`src/rtl/tl_pkg.sv`:
```
package tl_pkg;

  typedef enum logic [1:0] {
    LAMP_RED = 2'b00,
    LAMP_YEL = 2'b01,
    LAMP_GRN = 2'b10
  } lamp_t;

  typedef enum logic [1:0] {
    PH_IDLE  = 2'd0,
    PH_GO    = 2'd1,
    PH_WARN  = 2'd2,
    PH_CLEAR = 2'd3
  } phase_t;

  localparam int unsigned LANES = 4;

  // lanes belonging to an axis: 0 -> lanes 0/1, 1 -> lanes 2/3
  function automatic logic [LANES-1:0] axis_mask(input logic ax);
    return ax ? 4'b1100 : 4'b0011;
  endfunction

  // {valid, axis}: prefer the axis not served last
  function automatic logic [1:0] choose_axis(input logic [LANES-1:0] dem,
                                             input logic last);
    if (|(dem & axis_mask(!last))) return {1'b1, !last};
    if (|(dem & axis_mask(last)))  return {1'b1, last};
    return 2'b00;
  endfunction

  // true on the final cycle of a span of len cycles counted from 0
  function automatic logic span_done(input int unsigned cnt,
                                     input int unsigned len);
    return (cnt + 1) >= len;
  endfunction

  function automatic int unsigned max3(input int unsigned a, b, c);
    int unsigned m;
    m = (a > b) ? a : b;
    return (m > c) ? m : c;
  endfunction

endpackage

```
`src/rtl/tl_demand_latch.sv`:
```
module tl_demand_latch
  import tl_pkg::*;
(
  input  logic             clk,
  input  logic             rst,
  input  logic [LANES-1:0] sens_i,
  input  logic [LANES-1:0] served_i,
  output logic [LANES-1:0] dem_o
);
  logic [LANES-1:0] pend_q;

  assign dem_o = pend_q | sens_i;

  always_ff @(posedge clk) begin
    if (rst) pend_q <= '0;
    else     pend_q <= dem_o & ~served_i;
  end
endmodule

```
`src/rtl/tl_phase_ctrl.sv`:
```
module tl_phase_ctrl
  import tl_pkg::*;
#(
  parameter int unsigned GREEN_MIN  = 8,
  parameter int unsigned YELLOW_LEN = 3,
  parameter int unsigned CLEAR_LEN  = 2
) (
  input  logic             clk,
  input  logic             rst,
  input  logic [LANES-1:0] dem_i,
  input  logic [LANES-1:0] sens_i,
  output phase_t           phase_o,
  output logic [LANES-1:0] lit_o
);
  localparam int unsigned SPAN_MAX = max3(GREEN_MIN, YELLOW_LEN, CLEAR_LEN);
  localparam int CNT_W = $clog2(SPAN_MAX + 1);

  phase_t           phase_q, phase_n;
  logic [CNT_W-1:0] tmr_q, tmr_n, tick;
  logic [LANES-1:0] lit_q, lit_n;
  logic             axis_q, axis_n, last_q, last_n;
  logic [1:0]       pick;
  logic             min_ok, warn_done, clr_done, rival, hold, start;

  assign tick      = tmr_q + CNT_W'(1);
  assign pick      = choose_axis(dem_i, last_q);
  assign min_ok    = span_done(32'(tmr_q), GREEN_MIN);
  assign warn_done = span_done(32'(tmr_q), YELLOW_LEN);
  assign clr_done  = span_done(32'(tmr_q), CLEAR_LEN);
  assign rival     = |(dem_i & axis_mask(!axis_q));
  assign hold      = |(sens_i & lit_q);
  assign start     = (phase_q == PH_IDLE) || (phase_q == PH_CLEAR && clr_done);

  always_comb begin
    phase_n = phase_q;
    tmr_n   = tmr_q;
    lit_n   = lit_q;
    axis_n  = axis_q;
    last_n  = last_q;
    unique case (phase_q)
      PH_GO: begin
        if (min_ok && (rival || !hold)) begin
          phase_n = PH_WARN;
          tmr_n   = '0;
        end else begin
          lit_n = lit_q | (dem_i & axis_mask(axis_q));
          if (!min_ok) tmr_n = tick;
        end
      end
      PH_WARN: begin
        if (warn_done) begin
          phase_n = PH_CLEAR;
          tmr_n   = '0;
          lit_n   = '0;
        end else begin
          tmr_n = tick;
        end
      end
      PH_CLEAR: if (!clr_done) tmr_n = tick;
      default: ;
    endcase
    if (start) begin
      tmr_n = '0;
      if (pick[1]) begin
        phase_n = PH_GO;
        axis_n  = pick[0];
        last_n  = pick[0];
        lit_n   = dem_i & axis_mask(pick[0]);
      end else begin
        phase_n = PH_IDLE;
      end
    end
  end

  always_ff @(posedge clk) begin
    if (rst) begin
      phase_q <= PH_IDLE;
      tmr_q   <= '0;
      lit_q   <= '0;
      axis_q  <= 1'b0;
      last_q  <= 1'b1;
    end else begin
      phase_q <= phase_n;
      tmr_q   <= tmr_n;
      lit_q   <= lit_n;
      axis_q  <= axis_n;
      last_q  <= last_n;
    end
  end

  assign phase_o = phase_q;
  assign lit_o   = lit_q;
endmodule

```
`src/rtl/tl_lamp_drive.sv`:
```
module tl_lamp_drive
  import tl_pkg::*;
(
  input  phase_t             phase_i,
  input  logic [LANES-1:0]   lit_i,
  output logic [2*LANES-1:0] lamps_o
);
  for (genvar i = 0; i < LANES; i++) begin : g_lane
    lamp_t st;
    always_comb begin
      st = LAMP_RED;
      if (lit_i[i] && phase_i == PH_GO)   st = LAMP_GRN;
      if (lit_i[i] && phase_i == PH_WARN) st = LAMP_YEL;
    end
    assign lamps_o[2*i +: 2] = st;
  end
endmodule

```
`src/rtl/crossing_ctrl.sv`:
```
module crossing_ctrl
  import tl_pkg::*;
#(
  parameter int unsigned GREEN_MIN  = 8,
  parameter int unsigned YELLOW_LEN = 3,
  parameter int unsigned CLEAR_LEN  = 2
) (
  input  logic       clk,
  input  logic       rst,
  input  logic [3:0] car_i,
  output logic [7:0] lamps_o
);
  logic [LANES-1:0] dem_w;
  logic [LANES-1:0] lit_w;
  logic [LANES-1:0] served_w;
  phase_t           phase_w;

  assign served_w = (phase_w == PH_GO) ? lit_w : '0;

  tl_demand_latch u_dem (
    .clk(clk), .rst(rst), .sens_i(car_i), .served_i(served_w), .dem_o(dem_w)
  );

  tl_phase_ctrl #(
    .GREEN_MIN(GREEN_MIN), .YELLOW_LEN(YELLOW_LEN), .CLEAR_LEN(CLEAR_LEN)
  ) u_ph (
    .clk(clk), .rst(rst), .dem_i(dem_w), .sens_i(car_i),
    .phase_o(phase_w), .lit_o(lit_w)
  );

  tl_lamp_drive u_lamp (
    .phase_i(phase_w), .lit_i(lit_w), .lamps_o(lamps_o)
  );
endmodule

```
`config.mk`:
```
export PLATFORM = sky130hd
export DESIGN_NAME = crossing_ctrl
export DESIGN_NICKNAME = d
export VERILOG_FILES = /design/src/rtl/tl_pkg.sv /design/src/rtl/tl_demand_latch.sv /design/src/rtl/tl_phase_ctrl.sv /design/src/rtl/tl_lamp_drive.sv /design/src/rtl/crossing_ctrl.sv
export SDC_FILE = /design/constraint.sdc
export NUM_CORES = 1
export LEC_CHECK = 0
export BUFFER_PORTS_ARGS = -buffer_cell sky130_fd_sc_hd__clkbuf_2
export CORE_UTILIZATION = 45
export CTS_BUF_LIST = sky130_fd_sc_hd__clkbuf_4
export DETAILED_ROUTE_END_ITERATION = 16
export PLACE_DENSITY = 0.71
export SETUP_SLACK_MARGIN = 0.3
export SYNTH_ARGS = -nofsm -noshare
export SYNTH_HDL_FRONTEND = slang
export SYNTH_SLANG_ARGS = --single-unit
```
`constraint.sdc`:
```
create_clock -name clk -period 6.94 [get_ports clk]
set_input_delay 0.347 -clock clk [delete_from_list [all_inputs] [get_ports clk]]
set_output_delay 0.347 -clock clk [all_outputs]
set_load 0.01 [all_outputs]
```
# Word-level counts from Yosys, hierarchy flattened
# Cells that the tools add are included.
# W data, S select, Z words.
# classes
n_addsub	2
n_mul	0
div_mod_pow	0
n_lt_le_gt_ge	3
n_eq_ne	7
shift	0
mux	36
bitwise_logic	10
n_reduce_logical	25
# op_table
operator	count
$ge A32 B2 Y1 const B	2
$mux W4	14
$ge A32 B4 Y1 const B	1
$mux W2	15
$and A4 B4 Y4	7
$reduce_or A4 Y1	4
$pmux W4 S3	1
$logic_and A1 B1 Y1	10
$or A4 B4 Y4	2
$pmux W4 S2	1
$ne A3 B3 Y1 const B	2
$reduce_and A3 Y1	2
$reduce_bool A3 Y1	2
$add A4 B1 Y5 const B	1
$add A4 B1 Y4 const B	1
$eq A2 B2 Y1 const B	2
$mux W1	4
$not A4 Y4	1
$pmux W2 S2	1
$ne A3 B1 Y1 const B	1
$eq A2 B1 Y1 const B	1
$logic_not A1 Y1	2
$logic_not A2 Y1	1
$logic_or A1 B1 Y1	2
other kinds (3)	3
# totals
ff_bits	16
latch_bits	0
mem_bits_rw	0
rom_bits	0
in_bits	6
output_inout_bits	8
wordCells	89
memories	0

# Longest topological paths before layout
# Gate-level depths: netlist of the first run.
# logic_depth
ltp_word	11
ltp_mapped	8
depth_no_buf	8

# Cells and area by module
# Synthesis of the first run repeated with hierarchy kept, for this count alone.
# hier_totals
cells_unflattened	137
hier_area_um2	1201.2
# modules_own_cells
module	instances	cells_each	area_per_inst_um2	seq_area_each_um2
tl_phase_ctrl	1	113	960.9	240.2
tl_demand_latch	1	12	135.1	80.1
tl_lamp_drive	1	8	70.1	0.0
crossing_ctrl	1	4	35.0	0.0

# Least setup slack after synthesis of the first run
# Ideal clock, no wire load.
# synth_timing
path_type	reg-to-reg
start	reg u_ph.tmr_q[0]
end	reg u_ph.tmr_q[3]
setup_ps	71
arrival_ps	2114
required_ps	6869
setup_slack_ps	4755
stages_incl_launch_ff	8
path_buffers	0
synth_period_minus_slack_ps	2185
path_cell_list	dfxtp_1 > ha_1 > a21boi_2 > a21oi_2 > o32a_1 > or2_4 > or4_1 > a21oi_1
# synth_between
elab_chain_cells	5
elab_cells_between_ends	17
classes_between	add/sub (2); order compare (3); eq/ne (2); mux (5); reduce/logical (5)
# synth_rtl
item	line_no	rtl
start: declaration	tl_phase_ctrl.sv:19	logic [CNT_W-1:0] tmr_q, tmr_n, tick;
start signal: assignment	tl_phase_ctrl.sv:84	tmr_q <= tmr_n;
$add A4 B1 Y5	tl_pkg.sv:34	return (cnt + 1) >= len;
$ge A32 B4 Y1 or $ge A32 B2 Y1 (tied branches)	tl_pkg.sv:34	
$logic_and A1 B1 Y1 (on tied branches)	tl_phase_ctrl.sv:42, tl_phase_ctrl.sv:32	
$ne A3 B3 Y1 (no source line), or another cell as far along	--	
$reduce_and A3 Y1 (no source line), or another cell as far along	--	
# Parallel ways exist; a longest one is shown, timed or not. The select of a mux whose other input is x is not followed.
# A chain may end at the register's enable or synchronous reset.

# Worst setup path in the final report of the first run
# Ends and elaborated chain as after synthesis.

==> impl_summary.txt, run 1 <==
----------------------------------------------------
[Run status]
  Outcome ... complete, no violations

[Placement]
  Half-perimeter wire length after detailed placement ... approximately 1.9 mm
  Last weighted congestion value of the routability-driven placer ... just under 1
  Post-Place Cell Area ... 1136 µm²
  Post-placement cell count ... 167
  Count of buffers inserted at the top-level ports ... 13

[Worst setup path]
  Startpoint of the lowest-slack register-to-register path ... u_ph.tmr_q[0]$_SDFFE_PP0P_
  Reg2Reg Capture Point ... u_ph.tmr_q[3]$_SDFFE_PP0P_
  Cell with the biggest individual delay on the critical path ... dfxtp_1
  Setup crit end kind ... register
  FF-to-FF setup slack ... between 4 and 5 ns
  Critical Path Source Type ... register
  Largest stage delay, worst path ... slightly below 0.5 ns
  Critical path data required time ... between 7 and 8 ns
  Worst Reg-to-Reg Cells ... 7
  Kind of cell adding the most delay to the critical path ... compound AO/OA/AOI/OAI gates
  Arrival @ worst endpoint ... 2.62 ns
  Ordered cell list for the critical path ... ha_1 > a21boi_2 > a21oi_2 > o32a_1 > or2_4 > or4_1 > a21oi_1
  Critical path class ... register to register
  Crit path max fanout ... 8
  Sum of buffers and inverters on the critical path ... 0

[Synthesis]
  Dominant register cell in the synthesized netlist ... dfxtp_1
  Synth Area in XOR/XNOR ... 0%
  Cell Area, Synth ... about 1100 µm²
  Share of cell area taken by muxes after synthesis ... under 10%
  Portion of the post-synthesis area used by sequential elements ... roughly 30%
  Simple-gate share of the synthesized area ... 26.19%
  Net count of the mapped netlist ... about 140
  Area fraction in compound gates after synthesis ... 27.02%
  Total of flip-flops plus latches after synthesis ... 16
  Post-synth ARST share ... 0%
  Gate count of the mapped netlist ... 130
  Mean area per synthesized cell ... about 8 µm²
  Number of different library cells in the post-synthesis netlist ... 38
  Adder-cell share of the synthesized area ... under 10%
  EDFF count, synth ... 0
  Yosys warning count ... 0
  Combinational family with the most area after synthesis ... compound AO/OA/AOI/OAI gates

[Pwr]
  Relative contribution of the clock network to total power ... between 10 and 15%
  Share of total power in combinational logic ... between 40% and 50%
  Net switching fraction of the power ... a little over two fifths
  Total leakage power ... 0.4695 nW
  Worst supply voltage drop on vdd ... 0.1514 mV
  PD cells ... approximately 280 nW/µm²
  Sequential power share ... a little over two fifths
  Overall power after layout ... about 0.33 mW
  P_int ... about 0.19 mW
  NetSw ... 0.1387 mW

[STA]
  Worst relative slew slack ... between 40% and 50%
  Crit share post-route ... around a third
  Worst setup skew after layout ... 0.001547 ns
  Setup TNS ... 0 ns
  Hold violation count in the final report ... 0
  Shortest period the worst path allows ... ~2.4 ns
  Setup violations, final ... 0
  Unrepaired setup endpoints after global routing ... no
  Max-slew violations ... 0
  Worst slew pin tran ... between 0.7 and 0.8 ns
  Fmax ... ~0.42 GHz

[Global route]
  Initial antenna violation count ... 0
  GRT Resource Usage Total ... between 20% and 30%
  Wire length of the first global-routing pass ... roughly 4.2 mm
  Maximum number of pins on one net before global-route repair ... 11
  Residual overflow from global routing ... 0
  Via count of the first global-routing pass ... 947

[Floorplanning]
  Effective utilization at floorplan ... between 40% and 50%
  Height of the chip ... a little over 50 µm
  Die width ... 50.33 µm
  Total number of placement rows ... 17
  Overall die area ... between 2000 and 3000 µm²
  Total core area ... 2212 µm²
  Count of boundary I/O pins ... 14

[Detailed routing]
  Routed wirelength normalized by instance count ... ~14 µm
  Via-to-Cell Ratio ... 5.959
  Total length of routed wires ... roughly 2.4 mm
  Vias after detailed routing ... slightly above 1000
  Number of nets with antenna violations after routing ... 0
  Count of TritonRoute iterations in the first routing pass ... 4
  Number of DRC markers after the initial detailed-route iteration ... 31
  Post-route DRC violation count ... 0

[Clocking]
  Number of buffers inserted for hold repair after clock tree synthesis ... 0
  Num CTS Buffers ... 3
  Maximum number of buffers from clock root to sink ... 2
  Clock latency on the worst-skew pair ... approximately 0.29 ns
  CTS resizes ... 0
  Clock transition at the register clock pins on the worst setup and hold paths after CTS ... around 0.090 ns
  Number of post-CTS setup repair buffers ... 0
  Number of clock sinks ... 16
  TritonCTS clock tree ... built
  Cell chosen for the clock root ... clkbuf_4
  # H-tree levels ... 1

[Cells and area]
  Share of cells above drive strength 1 ... between 10% and 20%
  Commonest cells after routing, fill and taps aside ... dfxtp_1, nor2_1, a21oi_1, clkbuf_2, nand2_1
  Area delta synth->final ... 10.24%
  Final instance area ... approximately 1200 µm²
  Final non-filler cell total ... 170
  Net count, final ... 157
  Final-layout fill cell count ... roughly 230
  Most common library cell in the layout ignoring fill and taps ... dfxtp_1
  Fraction of the core area covered by cells at the end of the flow ... 52.38%
  # diodes ... 0

[Worst hold path]
  Hold worst-path end ... u_ph.lit_o[2]$_SDFF_PP0_
  Cells on Worst Hold Path ... 2
  HP Class ... primary input to register
  Hold path startpoint ... rst

[Job]
  Maximum Capacitance Violations ... 0

----------------------------------------------------
-- synthesized netlist by cell type (2+ instances only) --
cell type,n,area [µm²]
o21ai_0,5,25.02
o21ai_1,5,25.02
dfxtp_1,16,320.3
and2_1,9,56.30
a211oi_1,2,15.01
or4_1,3,22.52
a22oi_1,3,22.52
ha_1,7,87.58
nand2_1,12,45.04
inv_1,6,22.52
a31oi_1,2,12.51
a221o_1,2,20.02
nor2_1,15,56.30
a21oi_1,13,65.06
clkbuf_1,4,15.01
nor3_1,2,10.01
o211ai_1,2,15.01
nand3_1,2,10.01
-- flip-flops by register name, indices dropped and copies added (netlist names) --
signal        flops
u_dem.pend_q      4
u_ph.lit_o        4
u_ph.tmr_q        4
u_ph.phase_o      2
u_ph.axis_q       1
u_ph.last_q       1
-- per-layer routing --
metal | part of all wire, % | wire, µm | vias to the layer above | GRT usage (%)
met5 | 0 | 0 | - | 0
met4 | 2.5 | 61 | 0 | 11.57
met3 | 5.2 | 127 | 8 | 3.939
met2 | 47 | 1139 | 34 | 34.00
met1 | 46 | 1117 | 476 | 29.55
li1 | - | - | 495 | -
-- stage by stage --
step                      hold WS, ns  setup slack, ns
after floorplan                0.4501            4.755
after global placement         0.4803            4.650
after detailed placement       0.4946            4.585
after CTS                      0.3304            4.562
after global routing           0.3421            4.383
final                          0.3437            4.544
-- kinds of logic after synthesis --
logic type,Yosys count
compound gates,43
fa+ha+maj,7
buf+inv,10
flops,16
mux,3
simple gates,51
-- layout make-up --
type	instances	area (µm²)	share of cell area, %
Multi-Input combinational cell	104	693.2	59.83
Sequential cell	16	320.3	27.65
Timing Repair Buffer	13	65.06	5.616
Tap cell	28	35.03	3.024
Clock buffer	3	22.52	1.944
Inverter	6	22.52	1.944
-- worst max path at each step --
stage	start	to	slack, ns	depth (start not counted)
after CTS	u_ph.tmr_q[0]$_SDFFE_PP0P_	u_ph.tmr_q[3]$_SDFFE_PP0P_	4.56	7
after detailed placement	u_ph.tmr_q[0]$_SDFFE_PP0P_	u_ph.tmr_q[3]$_SDFFE_PP0P_	4.59	7
after global routing	u_ph.tmr_q[0]$_SDFFE_PP0P_	u_ph.tmr_q[3]$_SDFFE_PP0P_	4.38	7
final	u_ph.tmr_q[0]$_SDFFE_PP0P_	u_ph.tmr_q[3]$_SDFFE_PP0P_	4.54	7
after global placement	u_ph.tmr_q[0]$_SDFFE_PP0P_	u_ph.tmr_q[3]$_SDFFE_PP0P_	4.65	7
after floorplan	u_ph.tmr_q[0]$_SDFFE_PP0P_	u_ph.tmr_q[3]$_SDFFE_PP0P_	4.75	7
-- power by group through the flow --
stage	Sequential (mW)	Clock (mW)	Combinational, mW
finish	0.137	0.0488	0.142
global route	0.140	0.0556	0.157
CTS	0.136	0.0506	0.141
detailed placement	0.138	0	0.139
global placement	0.137	0	0.137
floorplan	0.131	0	0.109
Power figures use the tool's default switching activity.
==> inputs of run 2 (changes only) <==
Settings changed: ABC_AREA set to 1, PLACE_DENSITY 0.71 to 0.73.
Clock period 6.94 ns to 2.2 ns, I/O delays scaled along.
==> run 2 against run 1 <==
Compared with the run above:
- area after synthesis increased by 12%
- via count increased by 17%
- cell area increased by 16%
- maximum frequency increased by 37%
- combinational power increased to 5.6 times the previous value
- global-route usage decreased by 2.0 points
==> impl_summary.txt, run 2 <==
----------------------------------------------------
[Synthesis]
  EDFF count, synth ... 0 (unchanged)
  Commonest cells post-synth ... nand2_1, nand3_1, inv_1
  Share of the synthesized area in the top cell type ... 27.15% (-3.3 points)
  Gate count of the mapped netlist ... 189 (+45%)
  Yosys warning count ... 0 (unchanged)
  Cell Area, Synth ... 1180 µm² (+12%)
  Mean area per synthesized cell ... 6.243 µm² (-23%)
  Top post-synthesis cells by area ... dfxtp_1, nand2_1, nand3_1
  Leading area contributor after synthesis ... dfxtp_1
  Top-count cell post-synth ... nand2_1
  Portion of the post-synthesis area used by sequential elements ... 27.15% (-3.3 points)
  Post-synth ARST share ... 0% (unchanged)
  Total of flip-flops plus latches after synthesis ... 16 (unchanged)
  Number of different library cells in the post-synthesis netlist ... 22 (-42%)
  Net count of the mapped netlist ... 202 (+41%)
  Dominant register cell in the synthesized netlist ... dfxtp_1

[Placement]
  DP Worst Slack ... 0.3505 ns (-4.235 ns)
  Post-Place Cell Area ... 1271 µm² (+12%)
  Count of buffers inserted at the top-level ports ... 13 (unchanged)
  Half-perimeter wire length after detailed placement ... 1.958 mm (+3.6%)
  Last weighted congestion value of the routability-driven placer ... 0.8671 (-12%)

[STA]
  Crit share post-route ... 79.62% (+45 points)
  Setup WS post-layout ... 0.4483 ns (-4.095 ns)
  Worst setup skew after layout ... 0.002011 ns (+0.0004645 ns)
  Setup violations, final ... 0 (unchanged)
  Worst slew pin tran ... 0.4879 ns (-0.3082 ns)
  Unrepaired setup endpoints after global routing ... no
  Hold violation count in the final report ... 0 (unchanged)
  Worst relative slew slack ... 67.47% (+21 points)
  Fmax ... 0.5709 GHz (+37%)
  Max-slew violations ... 0 (unchanged)
  Setup TNS ... 0 ns (unchanged)
  Shortest period the worst path allows ... 1.752 ns (-0.6445 ns)

[Global route]
  Via count of the first global-routing pass ... 1002 (+5.8%)
  Residual overflow from global routing ... 0 (unchanged)
  Maximum number of pins on one net before global-route repair ... 15 (+4)
  GRT Resource Usage Total ... 20.21% (-2.0 points)
  Wire length of the first global-routing pass ... 4.181 mm (-0.67%)
  Initial antenna violation count ... 0 (unchanged)

[Floorplanning]
  Overall die area ... 2831 µm² (+12%)
  Height of the chip ... 53.21 µm (+5.7%)
  Total core area ... 2477 µm² (+12%)
  Count of boundary I/O pins ... 14 (unchanged)
  Die width ... 53.21 µm (+5.7%)
  Effective utilization at floorplan ... 47.63% (+0.11 points)
  Total number of placement rows ... 18 (+1)

[Job]
  Maximum Capacitance Violations ... 0 (unchanged)

[Cells and area]
  Share of cells above drive strength 1 ... 20.98% (+4.8 points)
  Final instance area ... 1349 µm² (+16%)
  Net count, final ... 219 (+39%)
  Commonest cells after routing, fill and taps aside ... nand2_1, nand3_1, nor2_1
  Most common library cell in the layout ignoring fill and taps ... nand2_1
  Final-layout fill cell count ... 256 (+11%)
  Area delta synth->final ... 14.32%
  # diodes ... 0 (unchanged)

[Detailed routing]
  Total length of routed wires ... 2.602 mm (+6.4%)
  Number of DRC markers after the initial detailed-route iteration ... 39 (+26%)
  Via-to-Cell Ratio ... 5.026 (-16%)
  Count of TritonRoute iterations in the first routing pass ... 4 (unchanged)
  Post-route DRC violation count ... 0 (unchanged)
  Vias after detailed routing ... 1181 (+17%)
  Routed wirelength normalized by instance count ... 11.07 µm (-23%)
  Number of nets with antenna violations after routing ... 0 (unchanged)

[Pwr]
  PD cells ... 1047 nW/µm² (+270%)
  Worst supply voltage drop on vdd ... 0.6900 mV (+360%)
  Total leakage power ... 0.6854 nW (+46%)

[Worst setup path]
  Critical path data required time ... 2.40 ns (-4.76 ns)
  Critical Path Source Type ... register
  Crit path max fanout ... 7 (-1)
  Critical path class ... register to register
  Setup crit end kind ... register
  Arrival @ worst endpoint ... 1.95 ns (-0.67 ns)

[Clocking]
  Clock latency on the worst-skew pair ... 0.29 ns (about the same)
  Maximum number of buffers from clock root to sink ... 2 (unchanged)
  # H-tree levels ... 1 (unchanged)
  Number of buffers inserted for hold repair after clock tree synthesis ... 0 (unchanged)
  Num CTS Buffers ... 3 (unchanged)
  Clock transition at the register clock pins on the worst setup and hold paths after CTS ... 0.10 ns (about the same)
  Number of clock sinks ... 16 (unchanged)
  TritonCTS clock tree ... built
  Cell chosen for the clock root ... clkbuf_4

[Worst hold path]
  HP Class ... primary input to register

[Run status]
  Outcome ... complete, no violations

----------------------------------------------------
-- run 2: cell count changes after synthesis, sizes merged, moves of 3 or more --
cell	delta
nand2	+39
nand3	+27
inv	+21
nor2	+16
and2	-9
a21oi	-6
o21ai	-6
nand4	+5
a22oi	-3
mux2i	-3
or4	-3
-- run 2: path summary, 6_finish.rpt --
path	startpoint	endpoint	slack [ns]	cells past startpoint
worst min-delay path	car_i[2]	u_dem.pend_q[2]$_SDFF_PP0_	0.15	3
worst min register to register	u_ph.last_q$_SDFFE_PP1P_	u_ph.last_q$_SDFFE_PP1P_	0.48	2
worst max register to register	u_ph.tmr_q[0]$_SDFFE_PP0P_	u_ph.tmr_q[2]$_SDFFE_PP0P_	0.45	12
worst max-delay path	u_ph.tmr_q[0]$_SDFFE_PP0P_	u_ph.tmr_q[2]$_SDFFE_PP0P_	0.45	12
-- run 2: layer usage --
metal / track usage, % / share of wire [%]
met5: 0 / 0
met4: 7.895 / 1.7
met3: 2.586 / 5.2
met2: 31.04 / 43
met1: 28.15 / 50
-- run 2: cells by family (layout without fill, tap and decap cells) --
| group | Yosys count | count (layout) | share of synthesized area (%) |
|---|---|---|---|
| AND/OR/NAND/NOR | 124 | 124 | 50.48 |
| flip-flops | 16 | 16 | 27.15 |
| buffers and inverters | 30 | 46 | 9.543 |
| AO/OA/AOI/OAI | 12 | 12 | 5.407 |
| adder cells (fa/ha/maj) | 7 | 7 | 7.423 |
-- run 2: power by group --
part           leakage (nW)  total (mW)  internal (mW)  switching, mW
Combinational         0.537       0.793          0.303          0.490
Clock                0.0154       0.168         0.0661          0.102
Sequential            0.133       0.451          0.371         0.0800
-- run 2: area by class of cell --
type                       count  area [µm²]  area share [%]
clock inverter                 1       3.754          0.2783
sequential                    16       325.3           24.12
inverter                      27       103.9           7.699
timing repair buffer          15       80.08           5.937
multi-input combinational    143       775.7           57.51
tap                           30       37.54           2.783
clock buffer                   3       22.52           1.670
-- run 2: per-stage QoR --
stage / util [%] / power (mW) / hold WS, ns / cells
after floorplan: - / 1.037 / 0.3348 / 189
after global placement: 51.31 / 1.184 / 0.4465 / 229
after detailed placement: 51.31 / 1.187 / 0.4509 / 229
after CTS: 52.37 / 1.359 / 0.1428 / 233
after global routing: 54.44 / 1.550 / 0.1626 / 235
final: 54.44 / 1.412 / 0.1514 / 235
-- run 2: critical path, cell delays in order (launching register included) --
cell and delay, ns:
dfxtp_4 0.38, inv_4 0.05, ha_4 0.25, inv_2 0.04, or2_1 0.22, nor2_2 0.13, nand2_4 0.07, nand2_4 0.08
nand2_8 0.08, nor2_4 0.17, nand2_1 0.07, o21ai_1 0.07, nor2_1 0.04
-- run 2: timing repair --
action	4_1_cts	5_1_grt
endpoints found under the setup margin	0	11
buffers inserted	0	2
endpoints found under the hold margin	0	0
gates resized for setup	0	11
